==> src/rtl/prbs_mt_pkg.sv <==
package prbs_mt_pkg;

    localparam int LFSR_W = 16;
    localparam logic [LFSR_W-1:0] LFSR_MASK = 16'hB400;
    localparam logic [LFSR_W-1:0] SEED_SUB  = 16'hACE1;

    typedef enum logic [2:0] {
        ST_IDLE,
        ST_LOAD_FILL,
        ST_FILL,
        ST_LOAD_CHECK,
        ST_CHECK,
        ST_DRAIN,
        ST_NEXT_SEED,
        ST_FINISH
    } mt_state_e;

    function automatic logic [LFSR_W-1:0] lfsr_step(input logic [LFSR_W-1:0] s);
        return (s >> 1) ^ (s[0] ? LFSR_MASK : '0);
    endfunction

endpackage

==> src/rtl/mt_lfsr.sv <==
module mt_lfsr
    import prbs_mt_pkg::*;
(
    input  logic              clk,
    input  logic              rst_n,
    input  logic              load_i,
    input  logic              adv_i,
    input  logic [LFSR_W-1:0] seed_i,
    output logic [LFSR_W-1:0] state_o
);

    logic [LFSR_W-1:0] state_q;

    always_ff @(posedge clk or negedge rst_n) begin
        if (!rst_n) begin
            state_q <= SEED_SUB;
        end else if (load_i) begin
            state_q <= (seed_i == '0) ? SEED_SUB : seed_i;
        end else if (adv_i) begin
            state_q <= lfsr_step(state_q);
        end
    end

    assign state_o = state_q;


    lfsr_nonzero_chk: assert property (@(posedge clk) disable iff (!rst_n)
        state_q != '0);

endmodule

==> src/rtl/mt_check.sv <==
module mt_check #(
    parameter int ADDR_W = 8,
    parameter int DATA_W = 8,
    parameter int ERR_W  = 8
)(
    input  logic              clk,
    input  logic              rst_n,
    input  logic              clr_i,
    input  logic              rd_i,
    input  logic [ADDR_W-1:0] addr_i,
    input  logic [DATA_W-1:0] exp_i,
    input  logic [DATA_W-1:0] rdata_i,
    output logic              err_o,
    output logic [ERR_W-1:0]  cnt_o,
    output logic [ADDR_W-1:0] fail_addr_o,
    output logic [DATA_W-1:0] fail_exp_o,
    output logic [DATA_W-1:0] fail_obs_o
);

    localparam logic [ERR_W-1:0] CNT_MAX = '1;

    logic              pend_q;
    logic [ADDR_W-1:0] addr_q;
    logic [DATA_W-1:0] exp_q;
    logic              err_q;
    logic [ERR_W-1:0]  cnt_q;
    logic [ADDR_W-1:0] fail_addr_q;
    logic [DATA_W-1:0] fail_exp_q;
    logic [DATA_W-1:0] fail_obs_q;
    logic              miss;

    // read word arrives one cycle after the request
    always_ff @(posedge clk or negedge rst_n) begin
        if (!rst_n) begin
            pend_q <= 1'b0;
            addr_q <= '0;
            exp_q  <= '0;
        end else begin
            pend_q <= rd_i && !clr_i;
            if (rd_i) begin
                addr_q <= addr_i;
                exp_q  <= exp_i;
            end
        end
    end

    assign miss = pend_q && (rdata_i != exp_q);

    always_ff @(posedge clk or negedge rst_n) begin
        if (!rst_n) begin
            err_q       <= 1'b0;
            cnt_q       <= '0;
            fail_addr_q <= '0;
            fail_exp_q  <= '0;
            fail_obs_q  <= '0;
        end else if (clr_i) begin
            err_q <= 1'b0;
            cnt_q <= '0;
        end else if (miss) begin
            if (cnt_q != CNT_MAX) begin
                cnt_q <= cnt_q + ERR_W'(1);
            end
            if (!err_q) begin
                err_q       <= 1'b1;
                fail_addr_q <= addr_q;
                fail_exp_q  <= exp_q;
                fail_obs_q  <= rdata_i;
            end
        end
    end

    assign err_o       = err_q;
    assign cnt_o       = cnt_q;
    assign fail_addr_o = fail_addr_q;
    assign fail_exp_o  = fail_exp_q;
    assign fail_obs_o  = fail_obs_q;


    capture_hold_chk: assert property (@(posedge clk) disable iff (!rst_n)
        (err_q && $past(err_q)) |->
            ($stable(fail_addr_q) && $stable(fail_exp_q) && $stable(fail_obs_q)));


    flag_has_count_chk: assert property (@(posedge clk) disable iff (!rst_n)
        err_q |-> (cnt_q != '0));


    cnt_monotonic_chk: assert property (@(posedge clk) disable iff (!rst_n)
        !clr_i |=> (cnt_q >= $past(cnt_q)));

endmodule

==> src/rtl/mt_seq.sv <==
module mt_seq
    import prbs_mt_pkg::*;
#(
    parameter int ADDR_W    = 8,
    parameter int DATA_W    = 8,
    parameter int NUM_SEEDS = 4,
    localparam int CNT_W = $clog2(NUM_SEEDS) + 1,
    localparam int LEN_W = ADDR_W + 1,
    localparam int IDX_W = (NUM_SEEDS > 1) ? $clog2(NUM_SEEDS) : 1
)(
    input  logic                        clk,
    input  logic                        rst_n,
    input  logic                        start_i,
    input  logic [ADDR_W-1:0]           base_i,
    input  logic [LEN_W-1:0]            len_i,
    input  logic [CNT_W-1:0]            seed_cnt_i,
    input  logic [NUM_SEEDS*LFSR_W-1:0] seeds_i,
    input  logic [LFSR_W-1:0]           lfsr_i,
    output logic                        lfsr_load_o,
    output logic                        lfsr_adv_o,
    output logic [LFSR_W-1:0]           seed_o,
    output logic                        mem_req_o,
    output logic                        mem_we_o,
    output logic [ADDR_W-1:0]           mem_addr_o,
    output logic [DATA_W-1:0]           mem_wdata_o,
    output logic                        rd_issue_o,
    output logic                        clr_o,
    output logic                        busy_o,
    output logic                        done_o
);

    mt_state_e state_q, state_d;

    logic [ADDR_W-1:0]           base_q;
    logic [LEN_W-1:0]            len_q;
    logic [LEN_W-1:0]            off_q;
    logic [CNT_W-1:0]            cnt_q;
    logic [CNT_W-1:0]            idx_q;
    logic [CNT_W-1:0]            cnt_eff;
    logic [NUM_SEEDS*LFSR_W-1:0] seeds_q;
    logic [LFSR_W-1:0]           seed_arr [NUM_SEEDS];
    logic                        accept;
    logic                        last_off;
    logic                        last_seed;

    for (genvar g = 0; g < NUM_SEEDS; g++) begin : g_seed
        assign seed_arr[g] = seeds_q[g*LFSR_W +: LFSR_W];
    end

    assign seed_o    = seed_arr[idx_q[IDX_W-1:0]];
    assign accept    = start_i && (state_q == ST_IDLE || state_q == ST_FINISH);
    assign last_off  = (off_q == len_q - LEN_W'(1));
    assign last_seed = (idx_q == cnt_q - CNT_W'(1));
    assign clr_o     = accept;

    always_comb begin
        if (seed_cnt_i == '0) begin
            cnt_eff = CNT_W'(1);
        end else if (seed_cnt_i > CNT_W'(NUM_SEEDS)) begin
            cnt_eff = CNT_W'(NUM_SEEDS);
        end else begin
            cnt_eff = seed_cnt_i;
        end
    end

    // state register
    always_ff @(posedge clk or negedge rst_n) begin
        if (!rst_n) begin
            state_q <= ST_IDLE;
        end else begin
            state_q <= state_d;
        end
    end

    // next state
    always_comb begin
        state_d = state_q;
        unique case (state_q)
            ST_IDLE:       if (accept) state_d = ST_LOAD_FILL;
            ST_LOAD_FILL:  state_d = (len_q == '0) ? ST_FINISH : ST_FILL;
            ST_FILL:       if (last_off) state_d = ST_LOAD_CHECK;
            ST_LOAD_CHECK: state_d = ST_CHECK;
            ST_CHECK:      if (last_off) state_d = ST_DRAIN;
            ST_DRAIN:      state_d = ST_NEXT_SEED;
            ST_NEXT_SEED:  state_d = last_seed ? ST_FINISH : ST_LOAD_FILL;
            ST_FINISH:     if (accept) state_d = ST_LOAD_FILL;
            default:       state_d = ST_IDLE;
        endcase
    end

    // outputs
    always_comb begin
        lfsr_load_o = 1'b0;
        lfsr_adv_o  = 1'b0;
        mem_req_o   = 1'b0;
        mem_we_o    = 1'b0;
        rd_issue_o  = 1'b0;
        busy_o      = 1'b0;
        done_o      = 1'b0;
        unique case (state_q)
            ST_IDLE: ;
            ST_LOAD_FILL: begin
                busy_o      = 1'b1;
                lfsr_load_o = 1'b1;
            end
            ST_FILL: begin
                busy_o     = 1'b1;
                mem_req_o  = 1'b1;
                mem_we_o   = 1'b1;
                lfsr_adv_o = 1'b1;
            end
            ST_LOAD_CHECK: begin
                busy_o      = 1'b1;
                lfsr_load_o = 1'b1;
            end
            ST_CHECK: begin
                busy_o     = 1'b1;
                mem_req_o  = 1'b1;
                rd_issue_o = 1'b1;
                lfsr_adv_o = 1'b1;
            end
            ST_DRAIN:     busy_o = 1'b1;
            ST_NEXT_SEED: busy_o = 1'b1;
            ST_FINISH:    done_o = 1'b1;
            default: ;
        endcase
    end

    assign mem_addr_o  = base_q + off_q[ADDR_W-1:0];
    assign mem_wdata_o = lfsr_i[DATA_W-1:0];

    // configuration, offset and seed index
    always_ff @(posedge clk or negedge rst_n) begin
        if (!rst_n) begin
            base_q  <= '0;
            len_q   <= '0;
            cnt_q   <= CNT_W'(1);
            seeds_q <= '0;
            idx_q   <= '0;
            off_q   <= '0;
        end else begin
            if (accept) begin
                base_q  <= base_i;
                len_q   <= len_i;
                cnt_q   <= cnt_eff;
                seeds_q <= seeds_i;
                idx_q   <= '0;
            end else if (state_q == ST_NEXT_SEED && !last_seed) begin
                idx_q <= idx_q + CNT_W'(1);
            end
            if (state_q == ST_LOAD_FILL || state_q == ST_LOAD_CHECK) begin
                off_q <= '0;
            end else if (state_q == ST_FILL || state_q == ST_CHECK) begin
                off_q <= off_q + LEN_W'(1);
            end
        end
    end


    fill_addr_step_chk: assert property (@(posedge clk) disable iff (!rst_n)
        (mem_req_o && mem_we_o && $past(mem_req_o && mem_we_o)) |->
            (mem_addr_o == ADDR_W'($past(mem_addr_o) + 1'b1)));


    verify_restart_chk: assert property (@(posedge clk) disable iff (!rst_n)
        (mem_req_o && !mem_we_o && !$past(mem_req_o)) |-> (mem_addr_o == base_q));


    done_after_busy_chk: assert property (@(posedge clk) disable iff (!rst_n)
        $rose(done_o) |-> $past(busy_o));


    config_hold_chk: assert property (@(posedge clk) disable iff (!rst_n)
        (busy_o && $past(busy_o)) |-> ($stable(base_q) && $stable(len_q) && $stable(cnt_q)));

endmodule

==> src/rtl/prbs_mem_tester.sv <==
module prbs_mem_tester
    import prbs_mt_pkg::*;
#(
    parameter int ADDR_W    = 8,
    parameter int DATA_W    = 8,
    parameter int NUM_SEEDS = 4,
    parameter int ERR_W     = 8,
    localparam int CNT_W = $clog2(NUM_SEEDS) + 1
)(
    input  logic                        clk,
    input  logic                        rst_n,
    input  logic                        start_i,
    input  logic [ADDR_W-1:0]           base_i,
    input  logic [ADDR_W:0]             len_i,
    input  logic [CNT_W-1:0]            seed_cnt_i,
    input  logic [NUM_SEEDS*LFSR_W-1:0] seeds_i,
    output logic                        mem_req_o,
    output logic                        mem_we_o,
    output logic [ADDR_W-1:0]           mem_addr_o,
    output logic [DATA_W-1:0]           mem_wdata_o,
    input  logic [DATA_W-1:0]           mem_rdata_i,
    output logic                        busy_o,
    output logic                        done_o,
    output logic                        err_o,
    output logic [ERR_W-1:0]            err_cnt_o,
    output logic [ADDR_W-1:0]           fail_addr_o,
    output logic [DATA_W-1:0]           fail_exp_o,
    output logic [DATA_W-1:0]           fail_obs_o
);

    logic [LFSR_W-1:0] lfsr_state;
    logic [LFSR_W-1:0] seed_cur;
    logic              lfsr_load;
    logic              lfsr_adv;
    logic              rd_issue;
    logic              clr;

    mt_seq #(
        .ADDR_W    (ADDR_W),
        .DATA_W    (DATA_W),
        .NUM_SEEDS (NUM_SEEDS)
    ) u_seq (
        .clk         (clk),
        .rst_n       (rst_n),
        .start_i     (start_i),
        .base_i      (base_i),
        .len_i       (len_i),
        .seed_cnt_i  (seed_cnt_i),
        .seeds_i     (seeds_i),
        .lfsr_i      (lfsr_state),
        .lfsr_load_o (lfsr_load),
        .lfsr_adv_o  (lfsr_adv),
        .seed_o      (seed_cur),
        .mem_req_o   (mem_req_o),
        .mem_we_o    (mem_we_o),
        .mem_addr_o  (mem_addr_o),
        .mem_wdata_o (mem_wdata_o),
        .rd_issue_o  (rd_issue),
        .clr_o       (clr),
        .busy_o      (busy_o),
        .done_o      (done_o)
    );

    mt_lfsr u_lfsr (
        .clk     (clk),
        .rst_n   (rst_n),
        .load_i  (lfsr_load),
        .adv_i   (lfsr_adv),
        .seed_i  (seed_cur),
        .state_o (lfsr_state)
    );

    mt_check #(
        .ADDR_W (ADDR_W),
        .DATA_W (DATA_W),
        .ERR_W  (ERR_W)
    ) u_check (
        .clk         (clk),
        .rst_n       (rst_n),
        .clr_i       (clr),
        .rd_i        (rd_issue),
        .addr_i      (mem_addr_o),
        .exp_i       (lfsr_state[DATA_W-1:0]),
        .rdata_i     (mem_rdata_i),
        .err_o       (err_o),
        .cnt_o       (err_cnt_o),
        .fail_addr_o (fail_addr_o),
        .fail_exp_o  (fail_exp_o),
        .fail_obs_o  (fail_obs_o)
    );

endmodule

==> config.mk <==
export PLATFORM = sky130hd
export DESIGN_NAME = prbs_mem_tester
export DESIGN_NICKNAME = d
export VERILOG_FILES = /design/src/rtl/prbs_mt_pkg.sv /design/src/rtl/mt_lfsr.sv /design/src/rtl/mt_check.sv /design/src/rtl/mt_seq.sv /design/src/rtl/prbs_mem_tester.sv
export SDC_FILE = /design/constraint.sdc
export NUM_CORES = 1
export LEC_CHECK = 0
export CORE_ASPECT_RATIO = 0.5
export CORE_MARGIN = 1.5
export CORE_UTILIZATION = 25
export CTS_CLUSTER_DIAMETER = 60
export DETAILED_ROUTE_END_ITERATION = 12
export MAX_ROUTING_LAYER = met4
export REMOVE_ABC_BUFFERS = 1
export SYNTH_ARGS = -nofsm -noshare
export SYNTH_HDL_FRONTEND = slang
export SYNTH_SLANG_ARGS = --single-unit
==> constraint.sdc <==
create_clock -name clk -period 2.8 [get_ports clk]
set_clock_uncertainty 0.15 [all_clocks]
set_input_delay 0.28 -clock clk [delete_from_list [all_inputs] [get_ports clk]]
set_output_delay 0.28 -clock clk [all_outputs]
set_load 0.01 [all_outputs]
==> impl_metrics.tcl <==
set metrics [dict create \
    overflow 0 \
    worstSetupPathType "flop to primary output" \
    max_freq_ghz 0.3670 \
    path_max_fanout 2 \
    post-dp-hpwl_mm 14.72 \
    row_count 45 \
    synth.distinct_cells 49 \
    yosys-top-cells-area "dfrtp_1 49%, nand2_1 14%, mux4_1 4.0%" \
    yosys_warnings 0 \
    clock_path_buffers 2 \
    cp_slowest_stage_delay_ns 0.39 \
    chipHeight_um 129.3 \
    grt_start_max_net_pins 98 \
    numPortBuffers 147 \
    synth_top_area_share_pct 48.92 \
    reg2reg_slack_ns 0.40 \
    final_cells 1376 \
    slew_violations 0 \
    root_buffer "clkbuf_16" \
    avgRoutedWirePerCell_um 14.90 \
    grt_pass1_wl_mm 33.23 \
    drive_gt1_share_pct 12.38 \
    r2r_cells 6 \
    synth_cells 801 \
    ctsHtreeMaxLevel 4 \
    gp_congestion 0.7952 \
    fillers 3097 \
    cts.reportedPaths.clkPinSlew_ns 0.07 \
    synth_area_um2 7980 \
    required_ns 2.37 \
    crit_arrival_ns 2.29 \
    cellPowerDensity_nw_per_um2 1101 \
    setup_violations 0 \
    setup_tns_ns 0 \
    vias 6021 \
    dr.pass1.iters 5 \
    ir_drop_v 0.0005002 \
    antenna_left 0 \
    status "finished clean" \
    drt-vias-per-instance 4.376 \
    drc_errors 0 \
    holdCritPathClass "input pin to asynchronous set/reset pin" \
    synth_top_flop_cell "dfrtp_1" \
    reg2reg_to "u_lfsr.state_o[0]" \
    worst_pin_slew_ns 1.007 \
    die_w_um 255.7 \
    rsz0062_at_grt "yes" \
    r2r_start "u_seq.idx_q[0]" \
    worstSetupStartpointType "flop" \
    fin_nets 1048 \
    crit_slowest_cell "fa_1" \
    cts.sinks 165 \
    place_area_um2 9918 \
    worstPathCellList "ha_2 -> inv_1 -> fa_1 -> nor2b_1 -> o21ai_0 -> nand2b_1 -> a21o_1 -> a21oi_1 -> xnor2_1 -> buf_2" \
    multi_input_area_um2 3531 \
    async_flop_share_pct 100.0 \
    wirelength_mm 20.51 \
    cts_tree "done" \
    gr-usage-all-layers_pct 13.08 \
    min_period_over_period_pct 97.32 \
    synthTopCellsByCount "303 x nand2_1, 156 x dfrtp_1, 31 x xnor2_1" \
    antenna_found_initial 0 \
    hold_violations 0 \
    cts_buffers 17 \
    period_needed_ns 2.725 \
    place_inst 1340 \
    ys_ff_latch 165 \
    avgSynthCellArea_um2 9.963 \
    worstSkewPairLatency_ns 0.43 \
    coreArea_um2 30850 \
    post-synth-top-count-cell "nand2_1" \
    yosysSeqAreaShare_pct 51.88 \
    crit_path_end_kind "primary output" \
    initial_core_util_pct 25.86 \
    diodes 0 \
    slew_headroom_pct 32.60 \
    first_iter_violations 312 \
    grt_pass1_vias 6281 \
    seqCellArea_um2 4140 \
    p_leak_nw 4.952 \
    drv_cap 0 \
    fin_area_um2 10570 \
    yosys.area.top_type "dfrtp_1" \
    area_delta_synth_final_pct 32.41 \
    ios 148 \
    die_area_um2 33070 \
    synth_edf_count 0 \
]
==> report_power, final <==
| part | leakage (nW) | internal, mW | switching (mW) |
|---|---|---|---|
| combinational | 2.60 | 2.45 | 2.58 |
| clock | 0.286 | 1.41 | 1.02 |
| sequential | 2.07 | 3.47 | 0.708 |
| total | 4.95 | 7.33 | 4.31 |
==> state kept, by name, summed over array words and instances, names as in the netlist, 9 cells and up <==
signal          flops
u_seq.seeds_q      64
u_seq.off_q         9
u_seq.len_q         9
u_lfsr.state_o     16
==> metal layers <==
layer	global-route usage, %	vias up	wire [µm]
met2	23.16	63	10790
met3	2.602	22	416
met5	-	-	0
li1	-	2912	-
met1	14.91	3024	8876
met4	4.595	0	425
==> logic make-up after synthesis <==
group / Yosys count / synth area share, %
simple gates: 380 / 19.68
flops: 165 / 51.88
compound gates: 72 / 5.315
mux: 58 / 11.74
buf+inv: 69 / 4.421
fa+ha+maj: 13 / 2.132
xor+xnor: 44 / 4.829
==> worst max path at each step <==
stage / start / end / slack (ns)
3_3_place_gp: u_seq.off_q[0] / mem_addr_o[6] / 0.09
5_1_grt: u_seq.off_q[0] / mem_addr_o[6] / -0.08
3_5_place_dp: u_seq.off_q[0] / mem_addr_o[6] / 0.09
6_report: u_seq.off_q[0] / mem_addr_o[6] / 0.08
4_1_cts: u_seq.off_q[0] / mem_addr_o[6] / -0.12
2_1_floorplan: u_seq.state_q[0] / u_check.fail_addr_o[0] / -2.90
==> layout by cell type (no fill, tap or decap), drive strengths merged, types with 3 or more instances in the layout <==
master         netlist  layout
clkdlybuf4s50        0     140
o31ai                4       4
inv                 18      21
bufinv               0       3
nor4                 6       6
clkbuf              22      19
xnor2               31      31
buf                 29      25
a21oi                9       9
ha                  12      12
mux4                16      16
a31o                 4       4
dfrtp              156     156
nor2b                4       4
clkinv               0       5
nand4                8       8
mux2                29      29
nand3                7       7
a22oi                7       7
nand2b               6       6
and3                 6       6
o21ai               39      39
xor2                13      13
nor3                 5       5
and4                 3       3
dfstp                9       9
mux2i               13      13
nor2                25      25
clkinvlp             0       4
nand2              303     303
==> critical path, delay by kind of cell, from the launching register on <==
kind            cells  cell delay, ns
fa+ha+maj           2            0.59
flops               1            0.36
compound gates      3            0.32
buf+inv             2            0.21
simple gates        2            0.21
xor+xnor            1            0.18
==> repair_timing <==
item / 4_1_cts / 5_1_grt
hold buffers: 1 / 0
gates resized for setup: 10 / 8
setup endpoints to repair: 5 / 5
buffers inserted: 2 / 1
pin swaps: 2 / 2
hold endpoints to repair: 48 / 0
==> stage by stage <==
step                util [%]  setup WS (ns)  hold slack [ns]  power (mW)
floorplan                  -         -2.904          -0.1656       7.218
global placement       32.15        0.08624           0.1375       9.140
detailed placement     32.15        0.08907           0.1401       9.296
CTS                    34.24        -0.1155           0.2146       11.78
global route           34.25       -0.07878           0.2003       12.46
finish                 34.25        0.07505           0.2270       11.63
==> final cells by class <==
cell class | count | share of cell area (%)
flip-flops and latches | 165 | 39.18
multi-input cells | 567 | 33.42
repair buffers | 171 | 16.03
well taps | 423 | 5.009
clock buffers | 17 | 4.026
clock inverters | 15 | 1.693
inverters | 18 | 0.6394
No activity file was read; power rests on OpenSTA's default activity.
